`config.mk`:
```
export PLATFORM = sky130hd
export DESIGN_NAME = sdclk_gate_ctrl
export DESIGN_NICKNAME = d
export VERILOG_FILES = /design/src/rtl/sdclk_pkg.sv /design/src/rtl/sdclk_gate_dec.sv /design/src/rtl/sdclk_err_track.sv /design/src/rtl/sdclk_div.sv /design/src/rtl/sdclk_phase_fsm.sv /design/src/rtl/sdclk_gate_ctrl.sv
export SDC_FILE = /design/constraint.sdc
export NUM_CORES = 1
export LEC_CHECK = 0
export ABC_AREA = 1
export ABC_CLOCK_PERIOD_IN_PS = 1800
export BUFFER_PORTS_ARGS = -buffer_cell sky130_fd_sc_hd__buf_4
export CORE_MARGIN = 10
export CORE_UTILIZATION = 25
export CTS_CLUSTER_SIZE = 20
export DETAILED_ROUTE_END_ITERATION = 8
export PLACE_DENSITY = 0.52
export SYNTH_ARGS = -nofsm -noshare
export SYNTH_HDL_FRONTEND = slang
export SYNTH_HIERARCHICAL = 1
export SYNTH_SLANG_ARGS = --single-unit
```
`constraint.sdc`:
```
create_clock -name clk -period 1.8 [get_ports clk]
set_input_delay 0.36 -clock clk [delete_from_list [all_inputs] [get_ports clk]]
set_output_delay 0.36 -clock clk [all_outputs]
set_load 0.03 [all_outputs]
```
`src/rtl/sdclk_pkg.sv`:
```
package sdclk_pkg;

    // Slow idle rate is the programmed rate divided by 2**SLOW_SHIFT
    localparam int unsigned SLOW_SHIFT = 3;

    // SCK phase generator states
    typedef enum logic [1:0] {
        PH_PARK = 2'd0,
        PH_LOW  = 2'd1,
        PH_HIGH = 2'd2
    } ph_state_e;

    // Error hold states
    typedef enum logic {
        ERR_CLEAR = 1'b0,
        ERR_HELD  = 1'b1
    } err_state_e;

    // Gate decision bundle
    typedef struct packed {
        logic go;    // clock wanted
        logic slow;  // use the slow idle rate
    } gate_t;

endpackage

```
`src/rtl/sdclk_gate_dec.sv`:
```
module sdclk_gate_dec
    import sdclk_pkg::*;
(
    input  logic  run_en_i,
    input  logic  cont_i,
    input  logic  slow_en_i,
    input  logic  cmd_pend_i,
    input  logic  resp_pend_i,
    input  logic  data_act_i,
    input  logic  dat_busy_i,
    input  logic  rx_dir_i,
    input  logic  rx_full_i,
    input  logic  tx_empty_i,
    input  logic  err_hold_i,
    output gate_t gate_o
);

    logic fifo_stall;
    logic any_work;
    logic gated_want;

    // FIFO cannot keep up with the card in the current direction
    always_comb begin
        fifo_stall = 1'b0;
        if (data_act_i) begin
            fifo_stall = rx_dir_i ? rx_full_i : tx_empty_i;
        end
    end

    assign any_work = cmd_pend_i | resp_pend_i | data_act_i | dat_busy_i;

    // Demand when continuous clocking is off
    always_comb begin
        gated_want = 1'b0;
        if (!err_hold_i) begin
            gated_want = any_work | slow_en_i;
        end
    end

    always_comb begin
        gate_o.go   = run_en_i & ~fifo_stall & (cont_i | gated_want);
        gate_o.slow = ~cont_i & ~any_work & slow_en_i;
    end

endmodule

```
`src/rtl/sdclk_err_track.sv`:
```
module sdclk_err_track
    import sdclk_pkg::*;
(
    input  logic clk,
    input  logic rst_n,
    input  logic r1_err_i,
    input  logic tmo_i,
    input  logic crc_i,
    input  logic clr_i,
    input  logic op_req_i,
    input  logic ovf_i,
    input  logic unf_i,
    output logic hold_o,
    output logic xrun_o
);

    err_state_e err_q, err_d;
    logic       any_err;
    logic       xrun_q;

    assign any_err = r1_err_i | tmo_i | crc_i;

    // Next-state logic of the error hold machine
    always_comb begin
        err_d = err_q;
        unique case (err_q)
            ERR_CLEAR: begin
                if (any_err) err_d = ERR_HELD;
            end
            ERR_HELD: begin
                if (!any_err && (clr_i || op_req_i)) err_d = ERR_CLEAR;
            end
            default: err_d = ERR_CLEAR;
        endcase
    end

    // State register
    always_ff @(posedge clk or negedge rst_n) begin
        if (!rst_n) begin
            err_q <= ERR_CLEAR;
        end else begin
            err_q <= err_d;
        end
    end

    // Sticky FIFO overrun/underrun flag
    always_ff @(posedge clk or negedge rst_n) begin
        if (!rst_n) begin
            xrun_q <= 1'b0;
        end else if (ovf_i || unf_i) begin
            xrun_q <= 1'b1;
        end else if (clr_i) begin
            xrun_q <= 1'b0;
        end
    end

    assign hold_o = (err_q == ERR_HELD);
    assign xrun_o = xrun_q;

    AST_ERR_LATCHES: assert property (@(posedge clk) disable iff (!rst_n)
        any_err |=> hold_o);
    AST_ERR_PERSISTS: assert property (@(posedge clk) disable iff (!rst_n)
        (hold_o && !clr_i && !op_req_i) |=> hold_o);
    AST_XRUN_SETS: assert property (@(posedge clk) disable iff (!rst_n)
        (ovf_i || unf_i) |=> xrun_o);
    AST_XRUN_STICKY: assert property (@(posedge clk) disable iff (!rst_n)
        (xrun_o && !clr_i) |=> xrun_o);

endmodule

```
`src/rtl/sdclk_div.sv`:
```
module sdclk_div
    import sdclk_pkg::*;
#(
    parameter int unsigned DIV_W = 8
) (
    input  logic             clk,
    input  logic             rst_n,
    input  logic             hold_i,
    input  logic             slow_i,
    input  logic [DIV_W-1:0] div_i,
    output logic             tick_o
);

    localparam int unsigned CNT_W = DIV_W + SLOW_SHIFT;

    logic [CNT_W-1:0] cnt_q;
    logic [CNT_W-1:0] lim_q;
    logic [CNT_W-1:0] lim_d;
    logic             at_lim;

    // Slow limit is 8*(div+1)-1, i.e. div followed by ones
    generate
        if (SLOW_SHIFT > 0) begin : g_slow
            assign lim_d = slow_i ? {div_i, {SLOW_SHIFT{1'b1}}}
                                  : {{SLOW_SHIFT{1'b0}}, div_i};
        end else begin : g_noslow
            assign lim_d = div_i;
        end
    endgenerate

    assign at_lim = (cnt_q == lim_q);

    // Phase counter; the limit is latched at each phase start
    always_ff @(posedge clk or negedge rst_n) begin
        if (!rst_n) begin
            cnt_q <= '0;
            lim_q <= '0;
        end else if (hold_i || at_lim) begin
            cnt_q <= '0;
            lim_q <= lim_d;
        end else begin
            cnt_q <= cnt_q + 1'b1;
        end
    end

    assign tick_o = ~hold_i & at_lim;

    AST_CNT_IN_RANGE: assert property (@(posedge clk) disable iff (!rst_n)
        cnt_q <= lim_q);
    AST_LIM_STABLE: assert property (@(posedge clk) disable iff (!rst_n)
        ($past(!hold_i && !at_lim)) |-> $stable(lim_q));

endmodule

```
`src/rtl/sdclk_phase_fsm.sv`:
```
module sdclk_phase_fsm
    import sdclk_pkg::*;
(
    input  logic clk,
    input  logic rst_n,
    input  logic go_i,
    input  logic tick_i,
    output logic hold_o,
    output logic sck_o,
    output logic rise_o,
    output logic on_o
);

    ph_state_e ph_q, ph_d;
    logic      sck_q;
    logic      rise_q;
    logic      on_q;

    // Next-state logic: start and stop only from the low phase
    always_comb begin
        ph_d = ph_q;
        unique case (ph_q)
            PH_PARK: begin
                if (go_i) ph_d = PH_LOW;
            end
            PH_LOW: begin
                if (tick_i) ph_d = go_i ? PH_HIGH : PH_PARK;
            end
            PH_HIGH: begin
                if (tick_i) ph_d = PH_LOW;
            end
            default: ph_d = PH_PARK;
        endcase
    end

    // State register
    always_ff @(posedge clk or negedge rst_n) begin
        if (!rst_n) begin
            ph_q <= PH_PARK;
        end else begin
            ph_q <= ph_d;
        end
    end

    // Registered outputs, aligned with the state register
    always_ff @(posedge clk or negedge rst_n) begin
        if (!rst_n) begin
            sck_q  <= 1'b0;
            rise_q <= 1'b0;
            on_q   <= 1'b0;
        end else begin
            sck_q  <= (ph_d == PH_HIGH);
            rise_q <= (ph_q == PH_LOW) && (ph_d == PH_HIGH);
            on_q   <= (ph_d != PH_PARK);
        end
    end

    assign hold_o = (ph_q == PH_PARK);
    assign sck_o  = sck_q;
    assign rise_o = rise_q;
    assign on_o   = on_q;

    AST_RISE_NEEDS_GO: assert property (@(posedge clk) disable iff (!rst_n)
        $rose(sck_q) |-> $past(go_i));
    AST_FALL_ON_TICK: assert property (@(posedge clk) disable iff (!rst_n)
        $fell(sck_q) |-> $past(tick_i));
    AST_RISE_PULSE: assert property (@(posedge clk) disable iff (!rst_n)
        rise_q |-> $rose(sck_q));
    AST_RISE_SINGLE: assert property (@(posedge clk) disable iff (!rst_n)
        rise_q |=> !rise_q);
    AST_ON_WHEN_HIGH: assert property (@(posedge clk) disable iff (!rst_n)
        sck_q |-> on_q);

endmodule

```
`src/rtl/sdclk_gate_ctrl.sv`:
```
module sdclk_gate_ctrl
    import sdclk_pkg::*;
#(
    parameter int unsigned DIV_W = 8
) (
    input  logic             clk,
    input  logic             rst_n,
    input  logic [DIV_W-1:0] div_ratio,
    input  logic             run_en,
    input  logic             cont_clk,
    input  logic             slow_idle,
    input  logic             cmd_pend,
    input  logic             resp_pend,
    input  logic             data_act,
    input  logic             dat_busy,
    input  logic             rx_dir,
    input  logic             rx_full,
    input  logic             tx_empty,
    input  logic             r1_err,
    input  logic             data_tmo,
    input  logic             crc_err,
    input  logic             op_req,
    input  logic             err_clr,
    input  logic             rx_ovf,
    input  logic             tx_unf,
    output logic             sck,
    output logic             sck_rise,
    output logic             clk_on,
    output logic             fifo_xrun
);

    gate_t gate;
    logic  err_hold;
    logic  div_hold;
    logic  div_tick;

    sdclk_err_track u_err (
        .clk      (clk),
        .rst_n    (rst_n),
        .r1_err_i (r1_err),
        .tmo_i    (data_tmo),
        .crc_i    (crc_err),
        .clr_i    (err_clr),
        .op_req_i (op_req),
        .ovf_i    (rx_ovf),
        .unf_i    (tx_unf),
        .hold_o   (err_hold),
        .xrun_o   (fifo_xrun)
    );

    sdclk_gate_dec u_dec (
        .run_en_i    (run_en),
        .cont_i      (cont_clk),
        .slow_en_i   (slow_idle),
        .cmd_pend_i  (cmd_pend),
        .resp_pend_i (resp_pend),
        .data_act_i  (data_act),
        .dat_busy_i  (dat_busy),
        .rx_dir_i    (rx_dir),
        .rx_full_i   (rx_full),
        .tx_empty_i  (tx_empty),
        .err_hold_i  (err_hold),
        .gate_o      (gate)
    );

    sdclk_div #(
        .DIV_W (DIV_W)
    ) u_div (
        .clk    (clk),
        .rst_n  (rst_n),
        .hold_i (div_hold),
        .slow_i (gate.slow),
        .div_i  (div_ratio),
        .tick_o (div_tick)
    );

    sdclk_phase_fsm u_fsm (
        .clk    (clk),
        .rst_n  (rst_n),
        .go_i   (gate.go),
        .tick_i (div_tick),
        .hold_o (div_hold),
        .sck_o  (sck),
        .rise_o (sck_rise),
        .on_o   (clk_on)
    );

    AST_NO_RUN_NO_EDGE: assert property (@(posedge clk) disable iff (!rst_n)
        !run_en |=> !sck_rise);
    AST_IDLE_PARKS: assert property (@(posedge clk) disable iff (!rst_n)
        (!cont_clk && !slow_idle && !cmd_pend && !resp_pend && !data_act && !dat_busy)
        |=> !sck_rise);
    AST_FIFO_FREEZE: assert property (@(posedge clk) disable iff (!rst_n)
        (data_act && (rx_dir ? rx_full : tx_empty)) |=> !sck_rise);
    AST_ERR_FREEZE: assert property (@(posedge clk) disable iff (!rst_n)
        (err_hold && !cont_clk) |=> !sck_rise);

endmodule

```
-- After elaboration in Yosys (flattened, before gate mapping)
Cells that the tools add are included.
- bits in registers: 29
- input bits: 27
- output and inout port bits: 4
- logic and storage cells: 54
- $add $sub $neg: 1
- equality and inequality tests: 4
- muxes and demuxes: 15
- bitwise operators: 17
- reduce and logical (&&, ||, !) cells: 9
- operators by type and width (kind ; number):
    11-bit two-way mux ; 2
    11-bit by 1-bit adder with 11-bit output, second input constant ; 1
    11-bit equality test ; 1
    2-bit two-way mux ; 4
    1-bit two-way mux ; 7
    1-bit OR ; 7
    2-bit case mux with 3 select lines ; 1
    1-bit AND ; 5
    1-bit inverter ; 5
    2-bit equality test, second input constant ; 2
    2-bit nonzero test ; 2
    1-bit logical OR ; 3
    2-bit by 1-bit equality test with 1-bit output, second input constant ; 1
    1-bit logical AND ; 2
    2-bit logical NOT ; 1
    1-bit case mux with 2 select lines ; 1
    1-bit logical NOT ; 1

-- Longest topological paths before layout
Gate-level depths: netlist of the first run.
- depth after elaboration: 12
- mapped depth: 13
- depth with buffers taken out: 12

-- By module
Netlist of the first run, hierarchy kept.
- by module, submodules not included (module ; times used ; cells an instance ; area an instance (um2) ; sequential area each (um2)):
    sdclk_div ; 1 ; 166 ; 1227.4 ; 550.5
    sdclk_phase_fsm ; 1 ; 21 ; 193.9 ; 125.1
    sdclk_err_track ; 1 ; 12 ; 91.3 ; 50.0
    sdclk_gate_dec ; 1 ; 17 ; 87.6 ; 0.0

-- Worst setup path after synthesis of the first run
No wires, ideal clock.
- path type: register -> register
- start point: reg u_div.cnt_q[5]
- end point: reg u_fsm.on_q (netlist: u_fsm/on_o)
- library setup time: 122 ps
- arrival: 1462 ps
- required time: 1678 ps
- slack: 217 ps
- stages on the path, launching flop included: 14
- path buffers: 1
- period minus slack after synthesis: 1583 ps
- path through: dfrtp_1 inv_1 nand2_1 nand2_1 nand2_1 nor2_2 nand3_2 buf_2 nor2_1 inv_1 nand2_1 nor2_1 nor2_2 nand2_1
- cells in the longest elaborated chain, start to end: 5
- elaborated cells between the ends (all ways): 6
- those cells by class: 1 x eq/ne; 3 x mux; 1 x bitwise; 1 x reduce/logical
- RTL lines (what ; RTL line ; source):
    start, declared ; sdclk_div.sv:16 ; logic [CNT_W-1:0] cnt_q;
    start signal, assigned ; sdclk_div.sv:42 ; cnt_q <= cnt_q + 1'b1;
    11-bit equality test (*) ; sdclk_div.sv:31 ; assign at_lim = (cnt_q == lim_q);
    1-bit AND (*) ; sdclk_div.sv:46 ; assign tick_o = ~hold_i & at_lim;
    net div_tick ; sdclk_gate_ctrl.sv:35 ; logic div_tick;
    2-bit two-way mux (on tied branches) ; sdclk_phase_fsm.sv:30, sdclk_phase_fsm.sv:27 ;
    2-bit case mux with 3 select lines (*) ; sdclk_phase_fsm.sv:22 ; unique case (ph_q)
    2-bit nonzero test (*) ; sdclk_phase_fsm.sv:54 ; on_q <= (ph_d != PH_PARK);
    end signal, assigned ; sdclk_phase_fsm.sv:54 ;
    end, declared ; sdclk_phase_fsm.sv:17 ; logic on_q;
The timed path passes the listed nets; every way through them passes the cells marked *.
A chain may end at the register's enable or synchronous reset.

-- Final worst setup path of the first run
- start point: reg u_div.cnt_q[8]
- end point: reg u_fsm.on_q (netlist: u_fsm/on_o)
Same word-level chain as after synthesis.

==> run_results.csv, run 1 <==
group,metric,value,unit
drt,wl_per_cell,9.886,µm
floorplanning,io_pins,31,
setup_path,worstReg2RegStart,"u_div/cnt_q[8]",
place,gp_congestion,0.7349,
drt,drt_wl_total,3282,µm
cts,cts_setup_buffers,0,
cts,cts_resized,0,
synth,syn_area,1600,µm²
setup_path,crit_fanout,7,
pwr,p_int,1.582,mW
setup_path,r2r_end,"u_fsm/on_o",
setup_path,required,1.97,ns
floorplanning,rows,29,
pwr,p_seq_share,40.3,%
layout,nets,282,
grt,grt_pass1_vias,1360,
timing,rsz0062_at_grt,"no",
timing,min_period,1.589,ns
timing,skew,0.003727,ns
timing,setup-tns-final,0,ns
synth,seq_area_frac_synth,45.35,%
synth,synth_top_family_by_area,"simple AND/OR/NAND/NOR gates",
synth,ys_types,20,
place,hpwl,2581,µm
setup_path,worst_path_most_repeated_cell,"nand2_1",
pwr,switching_share,36.57,%
layout,final_common_cell,"nand2_1",
setup_path,r2r_slack,0.21,ns
grt,grt_pass1_wl,5899,µm
synth,synth_xor_area_share,6.568,%
timing,hold_violations,4,
synth,synth_adder_area_share,0.7819,%
floorplanning,die_w,100.0,µm
timing,relSlewSlack,75.38,%
setup_path,cp.arrival,1.76,ns
setup_path,startpoint_type,"flip-flop",
timing,finalSetupViolations,0,
cts,cts_buffers,5,
drt,vias,1329,
setup_path,slowest_stage,"dfrtp_1",
layout,fin_util,32.43,%
synth,postSynthAreaPerCell,7.409,µm²
grt,grt_use_total,7.206,%
setup_path,slowest_delay,0.38,ns
timing,tightest_slew,0.3692,ns
layout,mostFrequentLayoutCells,"72 x nand2_1, 37 x inv_1, 35 x buf_4",
cts,clock_latency,0.28,ns
grt,overflow,0,
grt,grt_max_degree,30,
setup_path,crit_type,"reg -> reg",
cts,h-tree-depth,2,
floorplanning,dieArea,10000,µm²
cts,cts_tree,"done",
setup_path,end_kind,"flip-flop",
synth,synth_cells,216,
drt,remaining_drc_errors,0,
pwr,switching_power,0.9121,mW
timing,fin_crit_sh,88.30,%
cts,cts_hold_buf,0,
pwr,vdd_drop_max,361.4,µV
synth,synthSimpleGateAreaFrac,33.93,%
drt,via_per_inst,4.003,
cts,cts_root_buf,"clkbuf_8",
status,status,"complete, but fails checks",
layout,drive_gt1_share,22.35,%
min_path,hold_class,"in -> async",
floorplanning,die_h,100.0,µm
synth,yosysWarningCount,6,
cts,clock_path_buffers,2,
pwr,power_density,1225,nW/µm²
setup_path,crit_chain,"inv_1 -> nand2_1 -> nand2_1 -> nand2_1 -> nor2_2 -> nand3_2 -> nor2_2 -> inv_1 -> nand2_1 -> nor2_1 -> nor2_2 -> nand2_1",
grt,antenna_found_initial,0,
timing,drv_slew,0,
run,maxCapViolations,0,
layout,diodes,0,
setup_path,rr_worst_depth,12,
synth,synth_fp_nets,244,
floorplanning,start_util,25.49,%
timing,clock.fmax,629.2,MHz
pwr,p_comb_share,36.3,%
layout,area_growth,27.21,%
status,violations,"negative hold slack",
drt,first_iter_violations,65,
synth,synth.area.mux_share,0,%
timing,holdWs,-0.003782,ns
drt,drtAntennaViolNets,0,
synth,synth_seq_cells,29,
cts,cts.clk_slew.worst_paths,0.06,ns
synth,synth_compound_area_share,2.658,%
pwr,p_leak,1.098,nW
place,port_buffers,30,
drt,drt_pass1_iterations,4,
floorplanning,core-area,6277,µm²
pwr,pwr-share-clk,23.5,%
cts,cts_sinks,29,
pwr,total_power,2.494,mW
state kept, by name, summed over array words and instances, names as in the netlist:
| signal | cells |
|---|---|
| u_div/cnt_q | 11 |
| u_div/lim_q | 11 |
| u_err/hold_o | 1 |
| u_err/xrun_o | 1 |
| u_fsm/on_o | 1 |
| u_fsm/ph_q | 2 |
| u_fsm/rise_o | 1 |
| u_fsm/sck_o | 1 |
power groups by stage:
stage	clock network, mW	logic, mW	registers, mW
2_1_floorplan	0	0.681	1.01
3_3_place_gp	0	0.898	1.01
3_5_place_dp	0	0.906	1.01
4_1_cts	0.609	0.908	1.00
5_1_grt	0.627	1.06	1.03
6_report	0.585	0.905	1.00
critical path: cells and delay by family (launching register included):
family,cells,cell delay (ns)
flip-flops,1,0.38
buffers and inverters,2,0.16
AND/OR/NAND/NOR,10,0.93
cells in the mapped netlist:
cell type,instances,area share [%]
nand2_1,72,17
inv_1,37,8.7
dfrtp_1,29,45
nor2_1,22,5.2
nand3_1,17,5.3
xor2_1,7,3.8
nor2_2,5,2.0
o21ai_0,5,1.6
xnor2_1,5,2.7
nand4_1,3,1.2
buf_2,2,0.63
buf_6,2,1.4
nand2_2,2,0.78
nand3_2,2,1.3
a21oi_2,1,0.55
a31o_2,1,0.55
ha_1,1,0.78
nor2_4,1,0.70
nor3_1,1,0.31
or2_2,1,0.39
through the flow:
stage	setup slack, ns	cells	area (µm²)	hold slack (ns)
2_1_floorplan	0.2166	216	1600	0.06441
3_3_place_gp	0.2217	324	1927	0.3085
3_5_place_dp	0.1901	324	1927	0.3070
4_1_cts	0.1720	332	2028	0.001536
5_1_grt	0.003090	332	2036	0.02145
6_report	0.2107	332	2036	-0.003782
per-layer routing:
metal	routed length, µm	track usage (%)	part of all wire, %
met3	140	2.266	4.3
met4	88	4.239	2.7
met1	1608	8.550	49
met5	0	0	0
met2	1444	11.20	44
final cells by class:
cell class / count / area (µm²)
Multi-Input combinational cell: 146 / 710.7
Tap cell: 77 / 96.34
Clock inverter: 1 / 5.005
Clock buffer: 7 / 96.34
Inverter: 37 / 138.9
Sequential cell: 29 / 725.7
Fill cell: 679 / 4242
Timing Repair Buffer: 35 / 262.8
logic make-up (layout without fill, tap and decap cells):
group / after synthesis / count (layout)
simple gates: 126 / 126
fa+ha+maj: 1 / 1
xor+xnor: 12 / 12
buf+inv: 41 / 80
compound gates: 7 / 7
flops: 29 / 29
worst max-delay path by stage:
stage                                from  cells after the start             to  slack [ns]
after global placement    u_div/lim_q[10]                     10     u_fsm/on_o        0.22
after detailed placement  u_div/lim_q[10]                     10     u_fsm/on_o        0.19
final                      u_div/cnt_q[8]                     12     u_fsm/on_o        0.21
after CTS                 u_div/lim_q[10]                     10  u_fsm/ph_q[1]        0.17
after floorplan            u_div/cnt_q[5]                     13     u_fsm/on_o        0.22
after global routing       u_div/cnt_q[8]                     12     u_fsm/on_o       0.003
No activity file was read; power rests on OpenSTA's default activity.
==> run 2: changes to the inputs <==
--- a/config.mk
+++ b/config.mk
@@ -9,10 +9,11 @@
 export ABC_CLOCK_PERIOD_IN_PS = 1800
 export BUFFER_PORTS_ARGS = -buffer_cell sky130_fd_sc_hd__buf_4
 export CORE_MARGIN = 10
-export CORE_UTILIZATION = 25
+export CORE_UTILIZATION = 43
 export CTS_CLUSTER_SIZE = 20
 export DETAILED_ROUTE_END_ITERATION = 8
-export PLACE_DENSITY = 0.52
+export PLACE_DENSITY = 0.75
+export SLEW_MARGIN = 20
 export SYNTH_ARGS = -nofsm -noshare
 export SYNTH_HDL_FRONTEND = slang
 export SYNTH_HIERARCHICAL = 1
==> run_results.csv, run 2 (synthesis gave the netlist of run 1 again) <==
group,metric,value,unit
setup_path,crit_type,"reg -> reg",
setup_path,startpoint_type,"flip-flop",
cts,h-tree-depth,2,
drt,wl_per_cell,11.12,µm
floorplanning,dieArea,6562,µm²
layout,layout.cells.non_filler,303,
setup_path,r2r_slack,0.25,ns
timing,layout_setup_ws,0.2462,ns
setup_path,cp.arrival,1.73,ns
layout,final_common_cell,"nand2_1",
timing,relSlewSlack,73.54,%
setup_path,r2r_end,"u_fsm/on_o",
pwr,total_power,2.605,mW
cts,cts_tree,"done",
pwr,p_leak,1.101,nW
grt,antenna_found_initial,0,
grt,overflow,0,
drt,first_iter_violations,72,
timing,setup-tns-final,0,ns
timing,skew,0.007046,ns
drt,drtAntennaViolNets,0,
grt,grt_use_total,11.62,%
timing,drv_slew,0,
floorplanning,rows,22,
layout,design_area,2009,µm²
grt,grt_max_degree,30,
drt,drt_pass1_iterations,5,
min_path,hold_path_startpoint,"crc_err",
timing,hold_violations,0,
floorplanning,io_pins,31,
timing,holdWs,0.2579,ns
grt,grt_pass1_wl,5885,µm
min_path,hold_class,"in -> reg",
setup_path,required,1.97,ns
cts,cts.clk_slew.worst_paths,0.07,ns
pwr,vdd_drop_max,704.7,µV
cts,cts_buffers,5,
place,dp_slack,0.2715,ns
place,hpwl,2492,µm
floorplanning,core-area,3633,µm²
layout,nets,282,
floorplanning,die_h,81.01,µm
layout,diodes,0,
timing,fin_crit_sh,86.32,%
grt,grt_pass1_vias,1319,
timing,clock.fmax,643.6,MHz
cts,cts_resized,0,
timing,finalSetupViolations,0,
timing,rsz0062_at_grt,"no",
layout,top_regs,"u_div/cnt_q x11, u_div/lim_q x11, u_fsm/ph_q x2",
setup_path,crit_fanout,5,
place,port_buffers,30,
setup_path,worstReg2RegStart,"u_div/cnt_q[5]",
status,status,"completed",
pwr,power_density,1297,nW/µm²
min_path,min_delay_path_depth,3,
setup_path,rr_worst_depth,12,
place,gp_congestion,0.7856,
cts,clock_latency,0.29,ns
run,maxCapViolations,0,
layout,mostFrequentLayoutCells,"72 x nand2_1, 37 x inv_1, 34 x buf_4",
drt,drt_wl_total,3368,µm
timing,min_period,1.554,ns
floorplanning,start_util,44.04,%
cts,cts_sinks,29,
drt,via_per_inst,4.469,
layout,drive_gt1_share,21.18,%
layout,fin_util,55.30,%
cts,clock_path_buffers,2,
place,dp_cells,294,
layout,area_growth,25.57,%
timing,tightest_slew,0.3955,ns
floorplanning,die_w,81.01,µm
drt,vias,1354,
min_path,holdPathEnd,"u_err/hold_o",
drt,remaining_drc_errors,0,
place,place_area,1883,µm²
cts,cts_root_buf,"clkbuf_8",
setup_path,end_kind,"flip-flop",
==> run 2: changes by cell type in the layout (fill, tap and decap cells not counted), sizes merged <==
cell         before  now
buf              35   34
bufinv            0    1
clkinv            1    0
dlygate4sd3       0    1
==> run 2: report_power, final <==
part | switching, mW | total (mW) | internal (mW) | leakage (nW)
Sequential | 0.174 | 1.02 | 0.842 | 0.364
Clock | 0.250 | 0.701 | 0.451 | 0.0585
Combinational | 0.510 | 0.888 | 0.379 | 0.679
==> run 2: final cells by class <==
cell class / count / area [µm²]
Fill cell: 364 / 1624
Sequential cell: 29 / 725.7
Multi-Input combinational cell: 146 / 703.2
Timing Repair Buffer: 35 / 265.3
Inverter: 37 / 138.9
Clock buffer: 7 / 86.33
Tap cell: 48 / 60.06
Clock inverter: 1 / 30.03
==> run 2: worst max-delay path by stage <==
stage	from	to	slack, ns
after floorplan	u_div/cnt_q[5]	u_fsm/on_o	0.22
after global routing	u_div/cnt_q[5]	u_fsm/on_o	0.09
after CTS	u_div/cnt_q[5]	u_fsm/on_o	0.24
final	u_div/cnt_q[5]	u_fsm/on_o	0.25
after global placement	u_div/cnt_q[5]	u_fsm/on_o	0.29
after detailed placement	u_div/cnt_q[5]	u_fsm/on_o	0.27
==> run 2: timing repair <==
item / CTS / global route
endpoints found under the hold margin: 9 / 0
buffers inserted: 0 / 0
hold buffers: 1 / 0
setup endpoints to repair: 0 / 0
==> run 2: critical path, cell delays in order, from the launching register on <==
cell and delay (ns):
dfrtp_1 0.43, inv_1 0.11, nand2_1 0.06, nand2_1 0.05
nand2_1 0.06, nor2_2 0.11, nand3_2 0.11, nor2_1 0.15
inv_1 0.06, nand2_1 0.08, nor2_1 0.05, nor2_2 0.11
nand2_1 0.06
==> run 2: layer usage <==
metal,global-route usage [%],wire length [µm],vias up
li1,-,-,723
met1,13.02,1506,587
met4,6.747,89,0
met3,3.753,147,10
met5,0,0,-
met2,19.03,1624,34
==> run 3: changes to the inputs <==
--- a/config.mk
+++ b/config.mk
@@ -12,9 +12,9 @@
 export CORE_UTILIZATION = 43
 export CTS_CLUSTER_SIZE = 20
 export DETAILED_ROUTE_END_ITERATION = 8
+export HOLD_SLACK_MARGIN = 0.15
 export PLACE_DENSITY = 0.75
 export SLEW_MARGIN = 20
 export SYNTH_ARGS = -nofsm -noshare
 export SYNTH_HDL_FRONTEND = slang
-export SYNTH_HIERARCHICAL = 1
 export SYNTH_SLANG_ARGS = --single-unit
==> run_results.csv, run 3 <==
group,metric,value,unit
drt,via_per_inst,4.712,
layout,top_regs,"u_div.cnt_q x11, u_div.lim_q x11, u_fsm.ph_q x2",
floorplanning,die_h,81.17,µm
drt,first_iter_violations,142,
cts,clock_path_buffers,2,
pwr,p_comb_share,6.9,%
place,port_buffers,30,
synth,synth_async_sr_flop_share,100.0,%
cts,cts_root_buf,"clkbuf_8",
pwr,p_int,1.004,mW
floorplanning,die_w,81.17,µm
synth,yosysMostFrequentCell,"nand2_1",
pwr,p_leak,1.025,nW
cts,h-tree-depth,2,
synth,synth_top_cell_by_area,"dfrtp_1",
timing,setup-tns-final,0,ns
synth,yosysWarningCount,0,
min_path,min_delay_path_depth,2,
pwr,pwr-share-clk,41.7,%
grt,overflow,0,
drt,vias,1423,
pwr,switching_power,0.2706,mW
timing,relSlewSlack,70.89,%
synth,synth_seq_cells,29,
timing,finalSetupViolations,0,
grt,grt_use_total,11.76,%
timing,rsz0062_at_grt,"no",
grt,grt_pass1_vias,1456,
setup_path,startpoint_type,"flip-flop",
cts,cts_setup_buffers,0,
floorplanning,core-area,3633,µm²
drt,remaining_drc_errors,0,
timing,min_period,1.599,ns
timing,tightest_slew,0.4352,ns
run,maxCapViolations,0,
grt,antenna_found_initial,0,
setup_path,crit_fanout,32,
synth,ys_types,26,
synth,synth_top_area_share,45.10,%
floorplanning,rows,22,
setup_path,crit_type,"reg -> reg",
synth,syn_area,1609,µm²
pwr,switching_share,21.23,%
layout,fill_cells,363,
timing,clock.fmax,625.6,MHz
min_path,hold_class,"in -> reg",
setup_path,rr_worst_depth,9,
cts,cts_sinks,29,
layout,nets,282,
layout,diodes,0,
drt,drtAntennaViolNets,0,
synth,seq_area_frac_synth,45.10,%
cts,cts_tree,"done",
floorplanning,start_util,44.28,%
cts,cts_buffers,5,
timing,drv_slew,0,
status,status,"completed",
cts,clock_latency,0.28,ns
pwr,power_density,643.8,nW/µm²
synth,synth_area_leaders,"dfrtp_1 45%, nand2_1 14%, inv_1 8.2%",
cts,cts.clk_slew.worst_paths,0.06,ns
drt,drt_wl_total,3483,µm
setup_path,cp.arrival,1.79,ns
layout,drive_gt1_share,19.29,%
synth,synth_fp_nets,246,
layout,mostFrequentLayoutCells,"62 x nand2_1, 35 x inv_1, 32 x buf_4",
place,gp_congestion,0.8533,
setup_path,required,1.99,ns
layout,area_growth,23.02,%
setup_path,end_kind,"flip-flop",
pwr,vdd_drop_max,409.0,µV
drt,wl_per_cell,11.53,µm
floorplanning,io_pins,31,
synth,postSynthAreaPerCell,7.381,µm²
layout,final_common_cell,"nand2_1",
synth,ys.flop_type,"dfrtp_1",
timing,fin_crit_sh,88.81,%
floorplanning,dieArea,6589,µm²
synth,synth_top_cells_by_count,"62 x nand2_1, 35 x inv_1, 29 x dfrtp_1",
synth,synth_edf_count,0,
timing,layout_setup_ws,0.2014,ns
timing,hold_violations,0,
timing,skew,0.006681,ns
synth,synth_cells,218,
grt,grt_pass1_wl,6182,µm
place,dp_slack,0.1214,ns
pwr,p_seq_share,51.4,%
grt,grt_max_degree,33,
drt,drt_pass1_iterations,4,
place,hpwl,2741,µm
[run 3: path summary, 6_finish.rpt]
| path | to | startpoint | slack (ns) |
|---|---|---|---|
| setup reg to reg | u_div.lim_q[0] | u_div.cnt_q[5] | 0.20 |
| max in group asynchronous | u_div.cnt_q[0] | rst_n | 0.98 |
| setup / recovery | u_div.lim_q[0] | u_div.cnt_q[5] | 0.20 |
| min in group asynchronous | u_fsm.rise_o | rst_n | 0.53 |
| hold reg to reg | u_div.cnt_q[0] | u_div.cnt_q[0] | 0.51 |
| hold / removal | u_err.hold_o | op_req | 0.26 |
[run 3: repair_timing]
| item | in CTS | in global routing |
|---|---|---|
| hold buffers | 1 | 0 |
| endpoints found under the setup margin | 0 | 2 |
| resized for setup | 0 | 1 |
| endpoints found under the hold margin | 29 | 0 |
[run 3: worst max-delay path: stages (launching register included)]
cell,delay [ns]
dfrtp_1,0.43
inv_1,0.14
nand2_1,0.07
nand2_1,0.05
nand2_1,0.06
nor2_1,0.13
nand3_2,0.18
nand2_8,0.23
o21ai_0,0.13
o21ai_0,0.09
[run 3: routing by layer]
metal,GRT usage [%],part of all wire [%]
met5,0,0
met1,13.94,45
met2,18.15,44
met4,3.806,1.3
met3,5.960,9.4
[run 3: metrics by stage]
| step | area (µm²) | hold WS [ns] | power (mW) | cells | utilization (%) |
|---|---|---|---|---|---|
| 2_1_floorplan | 1609 | 0.06441 | 0.6893 | 218 | - |
| 3_3_place_gp | 1874 | 0.3039 | 0.7533 | 294 | 51.58 |
| 3_5_place_dp | 1874 | 0.3048 | 0.7547 | 294 | 51.58 |
| 4_1_cts | 1971 | 0.2523 | 1.291 | 302 | 54.24 |
| 5_1_grt | 1979 | 0.2503 | 1.330 | 302 | 54.48 |
| 6_report | 1979 | 0.2571 | 1.274 | 302 | 54.48 |
[run 3: power groups by stage]
stage                     clock network, mW  registers (mW)  logic [mW]
after global routing                  0.575           0.654       0.100
after floorplan                           0           0.669      0.0207
after global placement                    0           0.666      0.0869
after CTS                             0.546           0.655      0.0903
final                                 0.532           0.655      0.0879
after detailed placement                  0           0.666      0.0884
[run 3: cell type report]
type / count / area [µm²] / area share (%)
repair buffers: 33 / 250.2 / 12.64
well taps: 48 / 60.06 / 3.034
multi-input cells: 148 / 718.2 / 36.28
clock buffers: 7 / 86.33 / 4.362
inverters: 37 / 138.9 / 7.016
flip-flops and latches: 29 / 725.7 / 36.66
[run 3: kinds of logic (layout without fill, tap and decap cells)]
logic type / Yosys count / count (layout) / share of synthesized area (%)
xor+xnor: 5 / 5 / 2.721
fa+ha+maj: 1 / 1 / 0.7775
flops: 29 / 29 / 45.10
compound gates: 24 / 24 / 8.321
simple gates: 118 / 118 / 32.27
buf+inv: 41 / 77 / 10.81
